==> src/rtl/tick_timer_pkg.sv <==
`timescale 1ns/1ps
// Package tick_timer_pkg
// Shared register selector codes and control-word bit positions for the
// count-to-limit timer. The bit positions are fixed because software
// decodes them.
package tick_timer_pkg;

    // Register selector on the single-cycle register port
    typedef enum logic [1:0] {
        SEL_COUNT = 2'd0,
        SEL_LIMIT = 2'd1,
        SEL_CTRL  = 2'd2,
        SEL_NONE  = 2'd3
    } reg_sel_e;

    // Control-word bit positions
    localparam int CTRL_IE_BIT   = 0;
    localparam int CTRL_RUN_BIT  = 1;
    localparam int CTRL_PEND_BIT = 3;

    // Narrowest data width that still holds every control bit
    localparam int CTRL_MIN_W    = CTRL_PEND_BIT + 1;

    // Writable part of the control word
    typedef struct packed {
        logic run;
        logic ie;
    } ctrl_wr_t;

endpackage

==> src/rtl/tick_timer_decode.sv <==
`timescale 1ns/1ps
// Module tick_timer_decode
// Turns the write strobe into one write enable per register and selects
// the read data. Reads have no side effects.
// Assumes: W >= CTRL_MIN_W, so every control bit has a place in the word.
module tick_timer_decode
    import tick_timer_pkg::*;
#(
    parameter int W = 32
) (
    input  logic         wr,
    input  logic [1:0]   addr,
    input  logic [W-1:0] count,
    input  logic [W-1:0] limit,
    input  logic         ie,
    input  logic         run,
    input  logic         pending,
    output logic         cnt_wr,
    output logic         lim_wr,
    output logic         ctl_wr,
    output logic [W-1:0] rdata
);

    logic [W-1:0] ctrl_word;

    // Per-register write enables from the strobe and the selector
    always_comb begin
        cnt_wr = wr && (reg_sel_e'(addr) == SEL_COUNT);
        lim_wr = wr && (reg_sel_e'(addr) == SEL_LIMIT);
        ctl_wr = wr && (reg_sel_e'(addr) == SEL_CTRL);
    end

    // Assemble the control word; the unused bits stay zero
    always_comb begin
        ctrl_word                = '0;
        ctrl_word[CTRL_IE_BIT]   = ie;
        ctrl_word[CTRL_RUN_BIT]  = run;
        ctrl_word[CTRL_PEND_BIT] = pending;
    end

    // Read data multiplexer; the free selector reads zero
    always_comb begin
        unique case (reg_sel_e'(addr))
            SEL_COUNT: rdata = count;
            SEL_LIMIT: rdata = limit;
            SEL_CTRL:  rdata = ctrl_word;
            default:   rdata = '0;
        endcase
    end

endmodule

==> src/rtl/tick_timer_core.sv <==
`timescale 1ns/1ps
// Module tick_timer_core
// Holds the count and limit registers and detects the wrap. While run is
// set the count rises by one each clock. When it equals the limit it goes
// to zero. A count write takes priority over both increment and wrap.
// Assumes: synchronous active-low reset; both registers reset to zero.
module tick_timer_core #(
    parameter int W = 32
) (
    input  logic         clk,
    input  logic         rst_n,
    input  logic         run,
    input  logic         cnt_wr,
    input  logic         lim_wr,
    input  logic [W-1:0] wdata,
    output logic [W-1:0] count,
    output logic [W-1:0] limit,
    output logic         wrap
);

    localparam logic [W-1:0] STEP = {{(W-1){1'b0}}, 1'b1};

    logic [W-1:0] count_nx;
    logic         at_limit;

    // Compare the count with the limit
    always_comb at_limit = (count == limit);

    // A wrap is reported only when the count is not being overwritten
    always_comb wrap = run && at_limit && !cnt_wr;

    // Next count: a write wins, then a wrap, then an increment, else hold
    always_comb begin
        if (cnt_wr)
            count_nx = wdata;
        else if (run && at_limit)
            count_nx = '0;
        else if (run)
            count_nx = count + STEP;
        else
            count_nx = count;
    end

    // Count register
    always_ff @(posedge clk) begin
        if (!rst_n) count <= '0;
        else        count <= count_nx;
    end

    // Limit register, changed only by a bus write
    always_ff @(posedge clk) begin
        if (!rst_n)      limit <= '0;
        else if (lim_wr) limit <= wdata;
    end

endmodule

==> src/rtl/tick_timer_ctrl.sv <==
`timescale 1ns/1ps
// Module tick_timer_ctrl
// Holds interrupt enable, run and the pending flag. A control write loads
// enable and run and always clears pending; the clear wins over a wrap in
// the same cycle. A wrap sets pending only if enable was set beforehand.
// Assumes: synchronous active-low reset; everything resets to zero.
module tick_timer_ctrl
    import tick_timer_pkg::*;
(
    input  logic     clk,
    input  logic     rst_n,
    input  logic     ctl_wr,
    input  ctrl_wr_t ctl_wdata,
    input  logic     wrap,
    output logic     ie,
    output logic     run,
    output logic     pending,
    output logic     irq
);

    // Enable and run bits, loaded by a control write
    always_ff @(posedge clk) begin
        if (!rst_n) begin
            ie  <= 1'b0;
            run <= 1'b0;
        end else if (ctl_wr) begin
            ie  <= ctl_wdata.ie;
            run <= ctl_wdata.run;
        end
    end

    // Pending flag: cleared by any control write, set by an enabled wrap
    always_ff @(posedge clk) begin
        if (!rst_n)
            pending <= 1'b0;
        else if (ctl_wr)
            pending <= 1'b0;
        else if (wrap && ie)
            pending <= 1'b1;
    end

    // Interrupt request
    always_comb irq = pending && ie;

endmodule

==> src/rtl/tick_timer.sv <==
`timescale 1ns/1ps
// Module tick_timer
// Top of the count-to-limit timer: register decode, count/limit core and
// control/interrupt logic. One instance is either an event timer or, with
// the limit at all ones, a free-running wrapping counter.
// Assumes: single-cycle register port; writes happen on the clock edge
// where reg_wr is high; reads are combinational and have no side effects.
module tick_timer
    import tick_timer_pkg::*;
#(
    parameter int W = 32
) (
    input  logic         clk,
    input  logic         rst_n,
    input  logic         reg_wr,
    input  logic [1:0]   reg_addr,
    input  logic [W-1:0] reg_wdata,
    output logic [W-1:0] reg_rdata,
    output logic         irq
);

    logic         cnt_wr;
    logic         lim_wr;
    logic         ctl_wr;
    logic [W-1:0] count_q;
    logic [W-1:0] limit_q;
    logic         wrap;
    logic         ie_q;
    logic         run_q;
    logic         pend_q;
    ctrl_wr_t     ctl_wdata;

    // Pick the writable control fields out of the write data
    always_comb begin
        ctl_wdata.ie  = reg_wdata[CTRL_IE_BIT];
        ctl_wdata.run = reg_wdata[CTRL_RUN_BIT];
    end

    tick_timer_decode #(.W(W)) u_decode (
        .wr      (reg_wr),
        .addr    (reg_addr),
        .count   (count_q),
        .limit   (limit_q),
        .ie      (ie_q),
        .run     (run_q),
        .pending (pend_q),
        .cnt_wr  (cnt_wr),
        .lim_wr  (lim_wr),
        .ctl_wr  (ctl_wr),
        .rdata   (reg_rdata)
    );

    tick_timer_core #(.W(W)) u_core (
        .clk    (clk),
        .rst_n  (rst_n),
        .run    (run_q),
        .cnt_wr (cnt_wr),
        .lim_wr (lim_wr),
        .wdata  (reg_wdata),
        .count  (count_q),
        .limit  (limit_q),
        .wrap   (wrap)
    );

    tick_timer_ctrl u_ctrl (
        .clk       (clk),
        .rst_n     (rst_n),
        .ctl_wr    (ctl_wr),
        .ctl_wdata (ctl_wdata),
        .wrap      (wrap),
        .ie        (ie_q),
        .run       (run_q),
        .pending   (pend_q),
        .irq       (irq)
    );

endmodule

==> config.mk <==
export PLATFORM = sky130hd
export DESIGN_NAME = tick_timer
export DESIGN_NICKNAME = d
export VERILOG_FILES = /design/src/rtl/tick_timer_pkg.sv /design/src/rtl/tick_timer_decode.sv /design/src/rtl/tick_timer_core.sv /design/src/rtl/tick_timer_ctrl.sv /design/src/rtl/tick_timer.sv
export SDC_FILE = /design/constraint.sdc
export NUM_CORES = 1
export LEC_CHECK = 0
export BUFFER_PORTS_ARGS = -buffer_cell sky130_fd_sc_hd__buf_2
export CAP_MARGIN = 20
export CELL_PAD_IN_SITES_DETAIL_PLACEMENT = 1
export CELL_PAD_IN_SITES_GLOBAL_PLACEMENT = 1
export CORE_UTILIZATION = 42
export DETAILED_ROUTE_END_ITERATION = 10
export PLACE_DENSITY_LB_ADDON = 0.1
export SLEW_MARGIN = 20
export SYNTH_ARGS = -nofsm -noshare
export SYNTH_HDL_FRONTEND = slang
export SYNTH_SLANG_ARGS = --single-unit
==> constraint.sdc <==
create_clock -name clk -period 2.79 [get_ports clk]
set_input_delay 0.558 -clock clk [delete_from_list [all_inputs] [get_ports clk]]
set_output_delay 0.558 -clock clk [all_outputs]
set_load 0.01 [all_outputs]
======== After elaboration in Yosys (flattened, before gate mapping) ========
Cells that the tools add are included.
storage, ports and cells
  output and inout port bits .............. 33
  bits of input ports ..................... 37
  bits in registers ....................... 67
  word-level logic and storage cells ...... 25
operators by class
  equal/unequal tests ..................... 3
  bitwise operators ....................... 1
  multiplexer cells ....................... 4
  reductions and logical operators ........ 11
  $add $sub $neg .......................... 1
operators by type and width
  kind                                                              number
  32-bit 2-to-1 mux                                                 3
  32-bit one-hot mux with 3 select lines                            1
  32-bit by 1-bit adder with 32-bit output (second input constant)  1
  32-bit == test                                                    1
  1-bit logical AND                                                 7
  3-bit nonzero test                                                1
  2-bit by 1-bit == test with 1-bit output (second input constant)  1
  2-bit == test (second input constant)                             1
  2-bit zero test                                                   1
  2-bit OR reduction                                                1
  1-bit zero test                                                   1
  1-bit inverter                                                    1

======== Depth between registers and ports, before layout ========
Gate-level depths: netlist (run 1).
  depth after elaboration ................. 5
  mapped depth ............................ 8
  gate-level depth less buffers ........... 7

======== Cells and area by module ========
Synthesis (run 1) repeated with hierarchy kept, for this count alone.
second synthesis, totals
  cell total of the unflattened synthesis .. 483
  area, all modules ....................... 4192.8 um2
modules (own cells, without submodules)
  module             cells an instance  instances  area each (um2)  sequential area each (um2)
  tick_timer_core    397                1          3493.4           1281.2
  tick_timer_decode  76                 1          588.1            0.0
  tick_timer_ctrl    10                 1          111.4            60.1

======== Worst setup path after synthesis (run 1) ========
No wires, ideal clock.
  kind .................................... input-to-output
  start point ............................. in reg_addr[0]
  end point ............................... out reg_rdata[10]
  cell stages on the path ................. 4
  data arrival time ....................... 1.588 ns
  required time ........................... 2.232 ns
  path slack .............................. 0.644 ns
  buffers on the path ..................... 2
  cell sequence ........................... clkbuf_1 > clkbuf_1 > mux2i_1 > nor2_1
on the way
  cells in the longest elaborated chain, start to end .. 2
  elaborated cells between the ends (all ways) .. 4
  classes of those cells .................. eq/ne (2); mux (1); reduce/logical (1)
RTL lines
  item                                         line                     source
  start: declaration                           tick_timer.sv:16         input logic [1:0] reg_addr,
  2-bit == test, or another cell as far along  tick_timer_decode.sv:43  unique case (reg_sel_e'(addr))
  32-bit one-hot mux with 3 select lines *     tick_timer_decode.sv:43
  end: declaration                             tick_timer.sv:18         output logic [W-1:0] reg_rdata,
Every way passes the cells marked *; elsewhere a longest branch is shown, timed or not.

======== Final worst setup path (run 1) ========
  start point ............................. reg u_core.count[0]
  end point ............................... reg u_core.count[30]
on the way
  cells in the longest elaborated chain, start to end .. 4
  elaborated cells between the ends (all ways) .. 7
  classes of those cells .................. add/sub (1); eq/ne (1); mux (3); reduce/logical (2)
RTL lines
  item                                                                        line                                          source
  start: declaration                                                          tick_timer_core.sv:16                         output logic [W-1:0] count,
  start signal: assignment                                                    tick_timer_core.sv:47                         else count <= count_nx;
  32-bit by 1-bit adder with 32-bit output or 32-bit == test (tied branches)  tick_timer_core.sv:39, tick_timer_core.sv:27
  32-bit 2-to-1 mux or 1-bit logical AND (tied branches)                      tick_timer_core.sv:38, tick_timer_core.sv:36
  32-bit 2-to-1 mux                                                           tick_timer_core.sv:36                         else if (run && at_limit)
  32-bit 2-to-1 mux                                                           tick_timer_core.sv:34                         if (cnt_wr)
Parallel ways exist; a longest one is shown, timed or not. The select of a mux whose other input is x is not followed.
A chain may end at the register's enable or synchronous reset.

==> results of run 1 <==
## power groups by stage
stage	Clock (uW)	Combinational [uW]	Sequential [uW]
floorplan	0	250	1070
global placement	0	346	1100
detailed placement	0	354	1100
CTS	806	356	1080
global route	848	388	1090
finish	789	354	1080
## synth_stat cells, drive strengths merged, types with 2 or more instances
cell	count	area, sq um
mux2i	34	340
nand3	13	75.1
nor4b	3	26.3
and3	7	46.3
a21boi	33	248
a32o	2	20.0
nor2b	6	37.5
a21oi	4	20.0
a211oi	22	180
nand3b	2	15.0
nor4	6	52.6
nor2	65	249
nor3	5	30.0
xor2	25	219
nand2	93	349
nand4	15	109
buf	8	55.1
and2	3	18.8
o21ai	16	80.1
or3	2	15.0
xnor2	32	280
dfxtp	67	1340
clkbuf	33	204
inv	2	7.51
o21a	3	22.5
and4	2	20.0
## per-stage QoR
step | hold slack, ns | power, uW | worst slack, ns | util (%) | cells
floorplan | 0.468 | 1320 | 0.644 | - | 516
global placement | 0.477 | 1440 | 0.524 | 47.1 | 694
global route | 0.464 | 2320 | 0.333 | 49.0 | 709
finish | 0.474 | 2220 | 0.442 | 49.0 | 709
detailed placement | 0.487 | 1450 | 0.447 | 47.1 | 694
CTS | 0.462 | 2240 | 0.432 | 49.0 | 709
## kinds of logic after synthesis
group | after synthesis | synth area share (%)
flops | 67 | 32.1
fa+ha+maj | 1 | 0.299
xor+xnor | 57 | 11.9
buf+inv | 44 | 6.46
simple gates | 227 | 26.2
compound gates | 86 | 14.9
mux | 34 | 8.14
## registers in the layout, summed over array words and instances, names as in the netlist
register / cells
u_core.count: 32
u_core.limit: 32
u_ctrl.ie: 1
u_ctrl.pending: 1
u_ctrl.run: 1
## layer usage
metal / share of wire [%] / vias to the layer above
met5: 0 / -
met4: 1.1 / 0
met3: 2.5 / 9
met2: 47 / 63
met1: 49 / 1854
li1: - / 1882
## critical path, cell delays in order (launching register included)
cell and delay [ns]:
dfxtp_1 0.48, ha_1 0.29, nand2_1 0.12, or4_4 0.54
nor3_2 0.28, nand4_1 0.16, xor2_1 0.18, a211oi_2 0.22
## layout make-up
type,instances,area (sq um),area share [%]
Timing Repair Buffer,86,485,10.2
Tap cell,133,166,3.49
Multi-Input combinational cell,405,2580,54.1
Clock buffer,10,128,2.68
Sequential cell,67,1340,28.1
Inverter,3,11.3,0.236
Clock inverter,5,55.1,1.16
## placed cells by master (no fill, tap or decap), types with 2 or more instances in the layout
cell / n
clkinvlp_4: 2
a21boi_0: 33
a32o_1: 2
buf_4: 16
a21oi_1: 4
clkinv_2: 2
a211oi_2: 3
o21ai_0: 15
nor2_1: 63
o21a_1: 3
dfxtp_1: 67
nor3_1: 4
clkbuf_8: 9
xnor2_1: 32
nand2_1: 93
mux2i_1: 34
xor2_1: 25
nand3b_1: 2
inv_1: 2
and3_1: 5
nor4b_1: 3
nor2b_1: 6
buf_2: 69
nor4_1: 5
nand3_2: 2
and2_1: 3
nor2_2: 2
nand4_1: 14
nand3_1: 11
a211oi_1: 19
and3_2: 2
or3_2: 2
## worst paths after layout
path                     from          endpoint  slack (ns)  cells after the start
max reg2reg   u_core.count[0]  u_core.count[30]        0.44                      7
min             reg_wdata[14]  u_core.limit[14]        0.47                      3
max           u_core.count[0]  u_core.count[30]        0.44                      7
min reg2reg  u_core.limit[12]  u_core.limit[12]        0.49                      2
==> metrics.txt, run 1 <==
met2 Use GR=between 40% and 50%; Final Max Tran Viols=0; First-pass DRT Iterations=4; Core Area=slightly below 0.01 sq mm; antenna violations before repair=0; Diodes inserted=0; Routed WL=12400 microns; Comb power frac=between 10% and 20%; post-route minimum period=2.35 ns; Port Buf Inserts=69; via count=3808; Starting Density=43.0%; Syn. warnings=0; area grow syn2layout=14.0%; Clk pwr share=35.5%; internal power=1560 uW; Yosys reg bits=67; post-cts sizing count=0; Routed Antenna Nets=0; max-cap violation count=0; CP Data Arrival Time=2.61 ns; vias in the first global route=about 3.8k; Peak Freq=0.426 GHz; CTS root buf=clkbuf_8; worst skew pair latency=0.34 ns; status=finished clean; DRC violations left=0; Die Height=102 microns; hold_buf cts=0; Initial DRC Count=79; Setup CP Type=register to register; Boundary Pins=70; Post-DP HPWL=9170 microns; CTS Buf Count=9; Async SR Flop Fraction=0%; ys flop type=dfxtp_1; CP endpoint kind=register; M1 GR Usage=about a third; routability cong.=0.779; hold crit path type=primary input to register; Die Width=102 microns; htree depth=3; relative max-transition margin=between 50% and 60%; grt met3 use=under 10%; Tcrit/Tclk final=between 80% and 90%; nets@finish=610; largest net degree at the start of global routing=36; GRT Total Usage=25.4%; Worst-path clk slew=0.08 ns; GRT Residual Overflow=0; sequential share of power=48.5%; actual slew at the worst max-slew pin=~0.6 ns; TritonCTS clock tree=yes; worst vdd ir=0.224 mV; Die ar.=0.0104 sq mm; layout cell share with drive strength beyond 1=between 20% and 30%; Setup TNS=0 ns; PwrDens=approximately 470 mW/mm^2; mapped cell area=0.00418 sq mm; Switching Fraction=29.5%; post-synthesis sequential area ratio=32.1%; layer with the highest usage=met2; drt wl/cell=roughly 18 microns; Syn Inst Count=516; fill cell total of the finished layout=~1.2k; required time of the worst setup path=3.05 ns; CTS sink cnt=67; largest fanout on the critical path=6; sw power=655 uW; net count after synthesis=554; Post-CTS Setup Inserts=0; Leakage=between 0.0015 and 0.002 uW; clk buf depth=2; first-pass GRT wire length=19900 microns; RSZ-0062 raised after global routing=no; startpoint types=register; Finished Cell Area=0.00477 sq mm; Setup Skew=0.0119 ns; final count of hold timing violations=0; final setup vio count=0; Avg Inst Size Synth=approximately 8 sq um; synth unique cells=52; Post-DP Area=0.00458 sq mm; Vias/cell=5.37; number of flops mapped to enable cells by yosys=0; row count=36
No activity file was read; power rests on OpenSTA's default activity.
==> run 2, diff against run 1 <==
- clock period: 2.79 -> 2.4 ns (I/O delays scaled with it)
==> run 2 against run 1 <==
Count of clock-buffer cells in the layout increased by 4. Register-to-register slack got worse by 0.27 ns. Wire length increased by 2.4%. Flip-flop and latch count unchanged. Sequential share of layout area decreased by 0.50 points. Cell area increased by 1.8%. Combinational power increased by 22%. Critical path type unchanged. Largest power group unchanged.
==> metrics.txt, run 2 (synthesis results as in run 1) <==
Inst Count DP=702 (was 694); Switching Fraction=29.1% (was 29.5%); final count of hold timing violations=0 (unchanged); Non-Filler Instances=718 (was 709); final setup vio count=0 (unchanged); RSZ-0062 raised after global routing=no (unchanged); Comb power frac=16.4% (was 15.9%); CTS sink cnt=67 (unchanged); largest net degree at the start of global routing=36 (unchanged); Routed Antenna Nets=0 (unchanged); setup ws final=0.173 ns (was 0.442 ns); status=finished clean (unchanged); area grow syn2layout=16.0% (was 14.0%); Crit path max-delay family=simple AND/OR/NAND/NOR gates (unchanged); sw power=768 uW (was 655 uW); Vias/cell=5.37 (about the same); CP max-delay cell=or4_4 (unchanged); hold_buf cts=0 (unchanged); Die ar.=0.0104 sq mm (unchanged); Crit path largest cell delay=0.55 ns (was 0.54 ns); First-pass DRT Iterations=4 (unchanged); drt wl/cell=17.7 microns (was 17.5 microns); Boundary Pins=70 (unchanged); most common cell after layout, fill and taps aside=nand2_1 (unchanged); Setup CP Type=register to register (unchanged); Starting Density=43.0% (unchanged); Post-DP HPWL=9290 microns (was 9170 microns); row count=36 (unchanged); Leakage=0.00195 uW (was 0.00189 uW); largest fanout on the critical path=6 (unchanged); pre-CTS setup slack=0.0575 ns (was 0.447 ns); CP endpoint kind=register (unchanged); post-route minimum period=2.23 ns (was 2.35 ns); startpoint types=register (unchanged); GRT Residual Overflow=0 (unchanged); htree depth=3 (unchanged); vias in the first global route=3844 (was 3750); via count=3859 (was 3808); Setup Skew=0.00583 ns (was 0.0119 ns); antenna violations before repair=0 (unchanged); Tcrit/Tclk final=92.8% (was 84.2%); CP Buf/Inv Count=0 (unchanged); Worst-path clk slew=0.07 ns (was 0.08 ns); layout cell share with drive strength beyond 1=21.5% (was 20.7%); nets@finish=618 (was 610); Initial DRC Count=148 (was 79); Die Height=102 microns (unchanged); Setup TNS=0 ns (unchanged); max-cap violation count=0 (unchanged); internal power=1870 uW (was 1560 uW); Die Width=102 microns (unchanged); Core Area=0.00973 sq mm (unchanged); hold crit path type=primary input to register (unchanged); DRC violations left=0 (unchanged); relative max-transition margin=61.2% (was 58.8%); hold slack=0.372 ns (was 0.474 ns); Clk pwr share=36.4% (was 35.5%); Power Total=2640 uW (was 2220 uW); actual slew at the worst max-slew pin=0.576 ns (was 0.612 ns); GRT Total Usage=26.3% (was 25.4%); Peak Freq=0.449 GHz (was 0.426 GHz); sequential share of power=47.2% (was 48.5%); biggest regs=u_core.count x32, u_core.limit x32 (unchanged); worst skew pair latency=0.36 ns (was 0.34 ns); Port Buf Inserts=69 (unchanged); Routed WL=12700 microns (was 12400 microns); hold path cells=3 (unchanged); PwrDens=543 mW/mm^2 (was 466 mW/mm^2); Diodes inserted=0 (unchanged); Worst R2R Path Depth=7 (unchanged); routability cong.=0.808 (was 0.779); CP Data Arrival Time=2.51 ns (was 2.61 ns); critical-path cell list=ha_2 > nand2_1 > or4_4 > nor3_4 > nand4_1 > xor2_1 > a211oi_2 (was ha_1 > nand2_1 > or4_4 > nor3_2 > nand4_1 > xor2_1 > a211oi_2); required time of the worst setup path=2.68 ns (was 3.05 ns); commonest cells after routing, fill and taps aside=93 x nand2_1, 69 x buf_2, 67 x dfxtp_1, 63 x nor2_1, 34 x mux2i_1 (unchanged); clk buf depth=2 (unchanged); Final Max Tran Viols=0 (unchanged); CTS root buf=clkbuf_8 (unchanged); Critical Path Stages=7 (unchanged); TritonCTS clock tree=yes (unchanged); first-pass GRT wire length=20300 microns (was 19900 microns); CTS Buf Count=9 (unchanged); worst vdd ir=0.247 mV (was 0.224 mV)
## run 2: per-layer routing
| layer | wire length [microns] | global-route usage, % |
|---|---|---|
| met4 | 251 | 8.92 |
| met1 | 5970 | 34.1 |
| met2 | 5910 | 43.5 |
| met5 | 0 | 0 |
| met3 | 589 | 5.11 |
## run 2: power by group through the flow
stage / clock network [uW] / logic (uW) / registers (uW)
global route: 1030 / 474 / 1250
floorplan: 0 / 291 / 1240
finish: 959 / 432 / 1240
detailed placement: 0 / 431 / 1270
global placement: 0 / 422 / 1270
CTS: 980 / 433 / 1240
## run 2: timing repair
item,4_1_cts,5_1_grt
endpoints found under the setup margin,0,4
setup buffers,0,0
resized for setup,0,2
## run 2: layout make-up
class                      count  area, sq um
clock buffer                  14          153
clock inverter                 2         35.0
fill                        1247         4880
inverter                       3         11.3
multi-input combinational    405         2590
sequential                    67         1340
tap                          133          166
timing repair buffer          94          558
## run 2: stage by stage
step | instance area [sq um] | util [%]
after floorplan | 4180 | -
after global placement | 4660 | 47.9
after detailed placement | 4660 | 47.9
after CTS | 4840 | 49.8
after global routing | 4850 | 49.9
final | 4850 | 49.9
## run 2: worst min-delay path, cell delays in order
cell	delay (ns)
buf_2	0.11
nand2_1	0.04
a21boi_0	0.06
## run 2: worst paths after layout
path,start,to,slack (ns)
hold reg to reg,u_core.limit[20],u_core.limit[20],0.49
setup / recovery,u_core.count[0],u_core.count[30],0.17
setup reg to reg,u_core.count[0],u_core.count[30],0.17
hold / removal,reg_wdata[5],u_core.limit[5],0.37
